[src/rtl/bsc_pkg.sv]
package bsc_pkg;
  localparam int CHAR_W  = 8;
  localparam int CLASS_W = 4;

  typedef enum logic [CLASS_W-1:0] {
    CL_DATA = 4'd0,
    CL_SOH  = 4'd1,
    CL_STX  = 4'd2,
    CL_ETX  = 4'd3,
    CL_EOT  = 4'd4,
    CL_ENQ  = 4'd5,
    CL_DLE  = 4'd6,
    CL_SYN  = 4'd7,
    CL_ETB  = 4'd8,
    CL_ITB  = 4'd9,
    CL_BCC  = 4'd10
  } cls_e;

  typedef enum logic [1:0] {
    S_IDLE   = 2'd0,
    S_TEXT   = 2'd1,
    S_TRANSP = 2'd2,
    S_BCC    = 2'd3
  } fstate_e;

  typedef struct packed {
    cls_e cls;
    logic crc;
    logic disc;
    logic start;
    logic fin;
    logic chk;
    logic trans;
  } verdict_t;

  function automatic logic is_ender(cls_e c);
    return (c == CL_ETX) || (c == CL_ETB) || (c == CL_ITB);
  endfunction
endpackage

[src/rtl/bsc_char_decode.sv]
module bsc_char_decode
  import bsc_pkg::*;
(
  input  logic [CHAR_W-1:0] ch,
  input  logic              ebcdic,
  output cls_e              cls
);
  cls_e cls_a, cls_e_set;

  always_comb begin
    unique case (ch)
      8'h01:   cls_a = CL_SOH;
      8'h02:   cls_a = CL_STX;
      8'h03:   cls_a = CL_ETX;
      8'h04:   cls_a = CL_EOT;
      8'h05:   cls_a = CL_ENQ;
      8'h10:   cls_a = CL_DLE;
      8'h16:   cls_a = CL_SYN;
      8'h17:   cls_a = CL_ETB;
      8'h1F:   cls_a = CL_ITB;
      default: cls_a = CL_DATA;
    endcase
  end

  always_comb begin
    unique case (ch)
      8'h01:   cls_e_set = CL_SOH;
      8'h02:   cls_e_set = CL_STX;
      8'h03:   cls_e_set = CL_ETX;
      8'h10:   cls_e_set = CL_DLE;
      8'h1F:   cls_e_set = CL_ITB;
      8'h26:   cls_e_set = CL_ETB;
      8'h2D:   cls_e_set = CL_ENQ;
      8'h32:   cls_e_set = CL_SYN;
      8'h37:   cls_e_set = CL_EOT;
      default: cls_e_set = CL_DATA;
    endcase
  end

  assign cls = ebcdic ? cls_e_set : cls_a;
endmodule

[src/rtl/bsc_frame_fsm.sv]
module bsc_frame_fsm
  import bsc_pkg::*;
#(
  parameter int BCC_LEN = 2
) (
  input  logic     clk,
  input  logic     rst,
  input  logic     in_valid,
  input  cls_e     in_cls,
  output verdict_t vd
);
  localparam int CNT_W = (BCC_LEN < 2) ? 1 : $clog2(BCC_LEN + 1);

  fstate_e          state, nstate;
  logic             pend, npend;
  logic [CNT_W-1:0] cnt, ncnt;

  always_ff @(posedge clk) begin
    if (rst) begin
      state <= S_IDLE;
      pend  <= 1'b0;
      cnt   <= '0;
    end else begin
      state <= nstate;
      pend  <= npend;
      cnt   <= ncnt;
    end
  end

  always_comb begin
    nstate = state;
    npend  = pend;
    ncnt   = cnt;
    vd     = '0;
    vd.cls = CL_DATA;
    if (in_valid) begin
      unique case (state)
        S_IDLE: begin
          vd.cls = in_cls;
          npend  = (in_cls == CL_DLE);
          if (in_cls == CL_SOH || in_cls == CL_STX) begin
            vd.start = 1'b1;
            if (pend && in_cls == CL_STX) begin
              nstate   = S_TRANSP;
              vd.trans = 1'b1;
            end else begin
              nstate = S_TEXT;
            end
          end
        end
        S_TEXT: begin
          vd.cls = in_cls;
          npend  = 1'b0;
          if (pend && in_cls == CL_STX) begin
            nstate   = S_TRANSP;
            vd.trans = 1'b1;
          end else if (in_cls == CL_SYN) begin
            vd.disc = 1'b1;
          end else if (in_cls == CL_DLE) begin
            npend = 1'b1;
          end else if (is_ender(in_cls)) begin
            vd.crc = 1'b1;
            vd.fin = 1'b1;
            nstate = S_BCC;
            ncnt   = '0;
          end else begin
            vd.crc = 1'b1;
          end
        end
        S_TRANSP: begin
          vd.trans = 1'b1;
          if (!pend) begin
            if (in_cls == CL_DLE) begin
              npend   = 1'b1;
              vd.cls  = CL_DLE;
              vd.disc = 1'b1;
            end else begin
              vd.crc = 1'b1;
            end
          end else begin
            npend = 1'b0;
            if (in_cls == CL_SYN) begin
              vd.cls  = CL_SYN;
              vd.disc = 1'b1;
            end else if (is_ender(in_cls)) begin
              vd.cls = in_cls;
              vd.crc = 1'b1;
              vd.fin = 1'b1;
              nstate = S_BCC;
              ncnt   = '0;
            end else begin
              vd.crc = 1'b1;
            end
          end
        end
        default: begin
          vd.cls = CL_BCC;
          vd.chk = 1'b1;
          npend  = 1'b0;
          if (cnt == CNT_W'(BCC_LEN - 1)) begin
            nstate = S_IDLE;
            ncnt   = '0;
          end else begin
            ncnt = cnt + 1'b1;
          end
        end
      endcase
    end
  end

  p_bcc_bound_r10: assert property (@(posedge clk) disable iff (rst)
    (state == S_BCC) |-> (cnt < CNT_W'(BCC_LEN)));
  p_no_escape_in_bcc_r10: assert property (@(posedge clk) disable iff (rst)
    (state == S_BCC) |-> !pend);
  p_bcc_follows_end_r9: assert property (@(posedge clk) disable iff (rst)
    (in_valid && (state == S_TEXT || state == S_TRANSP) && vd.fin) |=> (state == S_BCC));
endmodule

[src/rtl/bsc_ctrl_detect.sv]
module bsc_ctrl_detect
  import bsc_pkg::*;
#(
  parameter int BCC_LEN = 2
) (
  input  logic              clk,
  input  logic              rst,
  input  logic              ebcdic_sel,
  input  logic              rx_valid,
  input  logic [CHAR_W-1:0] rx_char,
  output logic              o_valid,
  output logic [CHAR_W-1:0] o_char,
  output logic [CLASS_W-1:0] o_class,
  output logic              o_crc_en,
  output logic              o_discard,
  output logic              o_frame_start,
  output logic              o_frame_end,
  output logic              o_check,
  output logic              o_transparent
);
  cls_e     dec_cls;
  verdict_t vd;

  bsc_char_decode u_dec (
    .ch     (rx_char),
    .ebcdic (ebcdic_sel),
    .cls    (dec_cls)
  );

  bsc_frame_fsm #(.BCC_LEN(BCC_LEN)) u_fsm (
    .clk      (clk),
    .rst      (rst),
    .in_valid (rx_valid),
    .in_cls   (dec_cls),
    .vd       (vd)
  );

  always_ff @(posedge clk) begin
    if (rst) begin
      o_valid       <= 1'b0;
      o_char        <= '0;
      o_class       <= '0;
      o_crc_en      <= 1'b0;
      o_discard     <= 1'b0;
      o_frame_start <= 1'b0;
      o_frame_end   <= 1'b0;
      o_check       <= 1'b0;
      o_transparent <= 1'b0;
    end else begin
      o_valid       <= rx_valid;
      o_char        <= rx_valid ? rx_char : '0;
      o_class       <= rx_valid ? vd.cls : CL_DATA;
      o_crc_en      <= vd.crc;
      o_discard     <= vd.disc;
      o_frame_start <= vd.start;
      o_frame_end   <= vd.fin;
      o_check       <= vd.chk;
      o_transparent <= vd.trans;
    end
  end

  p_start_excluded_r4: assert property (@(posedge clk) disable iff (rst)
    o_frame_start |-> !o_crc_en);
  p_end_counted_r9: assert property (@(posedge clk) disable iff (rst)
    o_frame_end |-> o_crc_en);
  p_check_excluded_r10: assert property (@(posedge clk) disable iff (rst)
    o_check |-> (!o_crc_en && !o_transparent));
  p_discard_excluded_r5: assert property (@(posedge clk) disable iff (rst)
    o_discard |-> !o_crc_en);
  p_quiet_r3: assert property (@(posedge clk) disable iff (rst)
    !o_valid |-> !(o_crc_en || o_discard || o_frame_start || o_frame_end || o_check));
  p_echo_r3: assert property (@(posedge clk) disable iff (rst)
    rx_valid |=> (o_valid && o_char == $past(rx_char)));
  p_one_strobe_r10: assert property (@(posedge clk) disable iff (rst)
    $onehot0({o_frame_start, o_frame_end, o_check}));
endmodule

[config.mk]
export PLATFORM = sky130hd
export DESIGN_NAME = bsc_ctrl_detect
export DESIGN_NICKNAME = d
export VERILOG_FILES = /design/src/rtl/bsc_pkg.sv /design/src/rtl/bsc_char_decode.sv /design/src/rtl/bsc_frame_fsm.sv /design/src/rtl/bsc_ctrl_detect.sv
export SDC_FILE = /design/constraint.sdc
export NUM_CORES = 1
export LEC_CHECK = 0
export ABC_CLOCK_PERIOD_IN_PS = 6200
export BUFFER_PORTS_ARGS = -buffer_cell sky130_fd_sc_hd__buf_2
export CAP_MARGIN = 20
export CORE_MARGIN = 2
export CORE_UTILIZATION = 57
export CTS_CLUSTER_SIZE = 40
export DETAILED_ROUTE_END_ITERATION = 16
export GPL_TIMING_DRIVEN = 0
export PLACE_DENSITY = 0.83
export SYNTH_ARGS = -nofsm -noshare
export SYNTH_HDL_FRONTEND = slang
export SYNTH_SLANG_ARGS = --single-unit
export TNS_END_PERCENT = 20
[constraint.sdc]
create_clock -name clk -period 6.2 [get_ports clk]
set_input_delay 1.86 -clock clk [delete_from_list [all_inputs] [get_ports clk]]
set_output_delay 1.86 -clock clk [all_outputs]
set_load 0.03 [all_outputs]
### Yosys cells after proc, flatten, opt, wreduce, memory -nomap -nowiden

Memory sizes are Yosys's and may differ from the RTL's.
Index checks and enable logic that the tools add are counted.
Widths: inputs -> output; s select.

* bits in registers: 24
* bits in read-only memories: 128
* input port bits: 12
* output and inout port bits: 19
* memories: 1

Memory list
* (no name shown): words 32, bits a word 4, read ports 1, clocked after memory_dff 0, write ports 0, RTL line bsc_char_decode.sv:11 `unique case (ch)`

* add/subtract/negate cells: 1
* equal/unequal tests: 27
* multiplexer cells: 49
* bitwise gates (word level): 2
* reduce and logical (&&, ||, !) cells: 13

Operator list (count)
* $pmux 4 s9: 1
* $mux 2: 17
* $eq 8x6->1 const B: 4
* $mux 1: 18
* $eq 8x2->1 const B: 2
* $eq 8x5->1 const B: 2
* $mux 4: 4
* $reduce_and 7->1: 2
* $pmux 2 s3: 2
* $eq 4x2->1 const B: 2
* $eq 4x3->1 const B: 2
* $eq 4x4->1 const B: 2
* $eq 8x1->1 const B: 1
* $ne 2x2->1 const B: 4
* $pmux 4 s2: 1
* $mux 6: 1
* $ne 3x2->1 const B: 2
* $pmux 1 s3: 2
* $reduce_or 3->1: 2
* $eq 2x1->1 const B: 2
* $eq 4x1->1 const B: 1
* $ne 2x1->1 const B: 2
* $pmux 2 s2: 1
* $reduce_bool 4->1: 1
* 10 further kinds: 14

### Logic depth before layout (Yosys ltp)

* depth after elaboration: 11
* mapped depth: 8
* depth with buffers taken out: 7

### By module

From an unflattened synthesis, not the netlist that was laid out.

* cells, all modules: 180
* area total of the unflattened synthesis: 1545.2 um^2

Modules (own cells, without submodules)
* bsc_frame_fsm: instances 1, cells each 94, area each 699.4 um^2, seq. area each 100.1 um^2
* bsc_ctrl_detect: instances 1, cells each 40, area each 549.3 um^2, seq. area each 380.4 um^2
* bsc_char_decode: instances 1, cells each 46, area each 296.5 um^2, seq. area each 0.0 um^2

### Least setup slack after synthesis

Ideal clock, no wire load.

* path type: input to register
* start point: input rx_char[3]
* end point: register u_fsm.state[1]
* arrival: 4.186 ns
* path slack: 1.913 ns
* stages on the path: 8
* cells stage by stage: buf_6 -> or4_4 -> or3_1 -> a31o_1 -> nor4_4 -> nor4b_1 -> or4_1 -> o41ai_1

* word-level cells in the longest chain between the ends: 11
* elaborated cells on any way between the ends: 38
* those cells by class: eq/ne: 20; mux: 12; reduce/logical: 5; memory: 1

Ends and longest elaborated chain
* start, declared: RTL line bsc_ctrl_detect.sv:10 `input logic [CHAR_W-1:0] rx_char,`
* $mem_v2 32x4 (tied with other cells)
* $mux 4 / $pmux 4 s9 (equally long branches): RTL line bsc_char_decode.sv:11, bsc_char_decode.sv:26
* $mux 4 *: RTL line bsc_char_decode.sv:40 `assign cls = ebcdic ? cls_e_set : cls_a;`
* $eq 4x2->1 / $eq 4x4->1 (equally long branches): RTL line bsc_pkg.sv:37 `return (c == CL_ETX) || (c == CL_ETB) || (c == CL_ITB);`
* $logic_or 1x1->1 (2 in series): RTL line bsc_pkg.sv:37
* $mux 2 (3 in series)
* $mux 2: RTL line bsc_frame_fsm.sv:54 `if (pend && in_cls == CL_STX) begin`
* $pmux 2 s3: RTL line bsc_frame_fsm.sv:37 `unique case (state)`
* end signal, assigned: RTL line bsc_frame_fsm.sv:24 `state <= nstate;`
* end, declared: RTL line bsc_frame_fsm.sv:14 `fstate_e state, nstate;`

Mark *: on every way between the ends. The rest lies on a longest branch, timed or not. The select of a mux whose other input is x is not followed.
A chain may end at the register's enable or synchronous reset.

### Worst setup path after layout

* start point: input rx_char[5]
* end point: register u_fsm.state[1]

* word-level cells in the longest chain between the ends: 11
* elaborated cells on any way between the ends: 38
* those cells by class: eq/ne: 20; mux: 12; reduce/logical: 6

Ends and longest elaborated chain
* $eq 8x6->1 (tied with other cells): RTL line bsc_char_decode.sv:26 `unique case (ch)`
* $pmux 4 s9 / $mux 4 (equally long branches): RTL line bsc_char_decode.sv:26, bsc_char_decode.sv:11
* $mux 4 *: RTL line bsc_char_decode.sv:40
* $eq 4x2->1 / $eq 4x4->1 (equally long branches): RTL line bsc_pkg.sv:37
* $logic_or 1x1->1 (2 in series): RTL line bsc_pkg.sv:37
* $mux 2 (3 in series)
* $mux 2: RTL line bsc_frame_fsm.sv:54
* $pmux 2 s3: RTL line bsc_frame_fsm.sv:37

Marked as above.

==> reports/qor.yml <==
endpoint_kind: "flop"
synthFlopType: "dfxtp_1"
period_share: 0.703
hold_path_class: "flop to flop"
critPathLaunch: "rx_char[5]"
drive_above_1_share: 0.239
endpoint: "u_fsm.state[1]"
dp_hpwl_mm: 2.69
syn_inst: 164
timing.rr.start: "u_fsm.pend"
antenna_found_initial: 0
hold_buffers: 0
diodes: 0
dr.pass1.iters: 8
post-cts-setup-buffers: 0
final_max_slew_viol_count: 0
max_freq_mhz: 230
port_buffers: 29
drc_errors: 0
path_max_fanout: 7
die_x_microns: 53.8
ys_seq_area_frac: 0.340
first_iter_violations: 78
crit_path_start_kind: "input pin"
synthesis.area_sq_um: 1410
synth_top_area_cell: "dfxtp_1"
rows: 18
numCtsBuffers: 3
die_h_microns: 53.8
gr-total-overflow: 0
timing.hold.ws_ns: 0.490
crit_type: "input pin to flop"
cts_num_sinks: 24
start_util: 0.586
grt_max_degree: 15
grt_pass1_vias: 1314
grt_usage: 0.266
setup-tns-final_ns: 0
ant_nets: 0
period_needed_ns: 4.36
cp_data_arrival_time_ns: 4.59
avgSynthCellArea_sq_um: 8.61
regToRegSetupSlack_ns: 3.88
maxSlewHeadroom: 0.440
cp.required_ns: 6.43
die_area_sq_um: 2890
rsz0062_at_grt: "no"
min-delay-start: "u_fsm.cnt[1]"
crit-reg2reg-capture: "u_fsm.state[1]"
finalNonFillerCells: 227
cap_violations: 0
synth_fp_nets: 182
synth_edf_count: 0
ys_ff_latch: 24
synth-async-reset-ratio: 0
post_cts_resized: 0
ys_warn_count: 0
viasPerCell: 6.31
leakagePower_nw: 0.697
synth_area_leaders: "dfxtp_1 (34%), ha_1 (5.3%), and2_1 (4.4%), nand2_1 (3.7%), a21oi_1 (3.2%)"
yosys.cell_types.count: 53
power.density_nw_per_um2: 199
wire_per_inst_microns: 16.0
finClkSkew_ns: 0.00582
status: "finished clean"
cts_max_level: 1
nNetsFinal: 216
clk_pin_slew_worst_paths_ns: 0.14
wl_mm: 3.63
placed_cells: 223
gp_congestion: 0.897
cts_tree: "built"
yosysTopAreaCellShare: 0.340
hold_viol: 0
grt_pass1_wl_mm: 5.68
worstMarginPinSlew_ns: 0.830
syn2layout_area_growth_pct: 16.7
irDropWorstVdd_mv: 0.148
insertion_delay_ns: 0.32
num_io_pins: 31
r2r_cells: 7
design.core.area_sq_um: 2410
num_vias: 1433
mostFrequentLayoutCells: "buf_2 (29), dfxtp_1 (24), nand2_1 (14)"
finalSetupViolCount: 0
mostFrequentLayoutCell: "buf_2"
root_buffer: "clkbuf_4"
clk_path_buf_depth: 2
-- where the power goes --
group	switching, W	internal, W	total [W]	leakage, nW
Sequential	0.00000177	0.000158	0.000160	0.195
Combinational	0.0000346	0.0000188	0.0000534	0.475
Clock	0.0000486	0.0000654	0.000114	0.0279
Total	0.0000850	0.000242	0.000327	0.697
-- registers in the layout, summed over array words and instances (netlist names) --
| name | cells |
|---|---|
| o_char | 8 |
| o_frame_start | 1 |
| u_fsm.cnt | 2 |
| u_fsm.pend | 1 |
| o_check | 1 |
| o_transparent | 1 |
| u_fsm.state | 2 |
| o_valid | 1 |
| o_crc_en | 1 |
| o_frame_end | 1 |
| o_discard | 1 |
| o_class | 4 |
-- area by class of cell --
type                            instances  area [sq um]
Clock inverter                          1          30.0
Buffer                                  7          33.8
Fill cell                             193           762
Timing Repair Buffer                   29           145
Multi-Input combinational cell        124           865
Inverter                                9          33.8
Clock buffer                            3          22.5
Tap cell                               30          37.5
Sequential cell                        24           480
-- cell families after synthesis --
family / synth area share
simple gates: 0.322
compound gates: 0.217
flops: 0.340
buf+inv: 0.0478
fa+ha+maj: 0.0531
xor+xnor: 0.0124
mux: 0.00797
-- Yosys cell counts, types with 3 or more instances --
cell type and number:
o311ai_0 3, nor4bb_1 3, o21ai_0 4, nor3_1 5, and2_2 3, inv_1 9
nor2_1 10, and2_1 10, nand2b_1 3, o41ai_1 3, a21oi_1 9, or4_1 3
dfxtp_1 24, nand3_1 3, a211oi_1 3, ha_1 6, nand4_1 3, clkbuf_1 6
nand2_1 14, or2_2 3
-- stage by stage --
stage          total power [W]  setup slack, ns   util  instance area [sq um]
2_1_floorplan         0.000198             1.91      -                   1410
3_3_place_gp          0.000212             1.63  0.662                   1600
3_5_place_dp          0.000215             1.57  0.662                   1600
4_1_cts               0.000327             1.94  0.684                   1650
5_1_grt               0.000339             1.67  0.684                   1650
6_report              0.000327             1.84  0.684                   1650
-- how the worst min path moves through the flow --
stage              endpoint  cells past startpoint
6_report       u_fsm.cnt[1]                      1
5_1_grt        u_fsm.cnt[1]                      1
4_1_cts        u_fsm.cnt[1]                      1
3_5_place_dp   u_fsm.cnt[1]                      1
3_3_place_gp   u_fsm.cnt[1]                      1
2_1_floorplan  u_fsm.cnt[1]                      1
-- layer usage --
metal  track usage  share of wire  routed length [microns]  vias to the layer above
li1              -              -                        -                      672
met1         0.316           0.41                     1490                      668
met2         0.457           0.49                     1760                       80
met3        0.0444          0.081                      294                       13
met4         0.137          0.021                       78                        0
met5             0              0                        0                        -
-- worst max-delay path, cell delays in order --
cell,delay (ns)
buf_2,0.14
nor3_1,0.45
nand3_1,0.18
o21ai_0,0.69
a2bb2oi_1,0.32
nor4b_1,0.22
or4_1,0.48
o41ai_1,0.25
(Power assumes the default switching activity.)
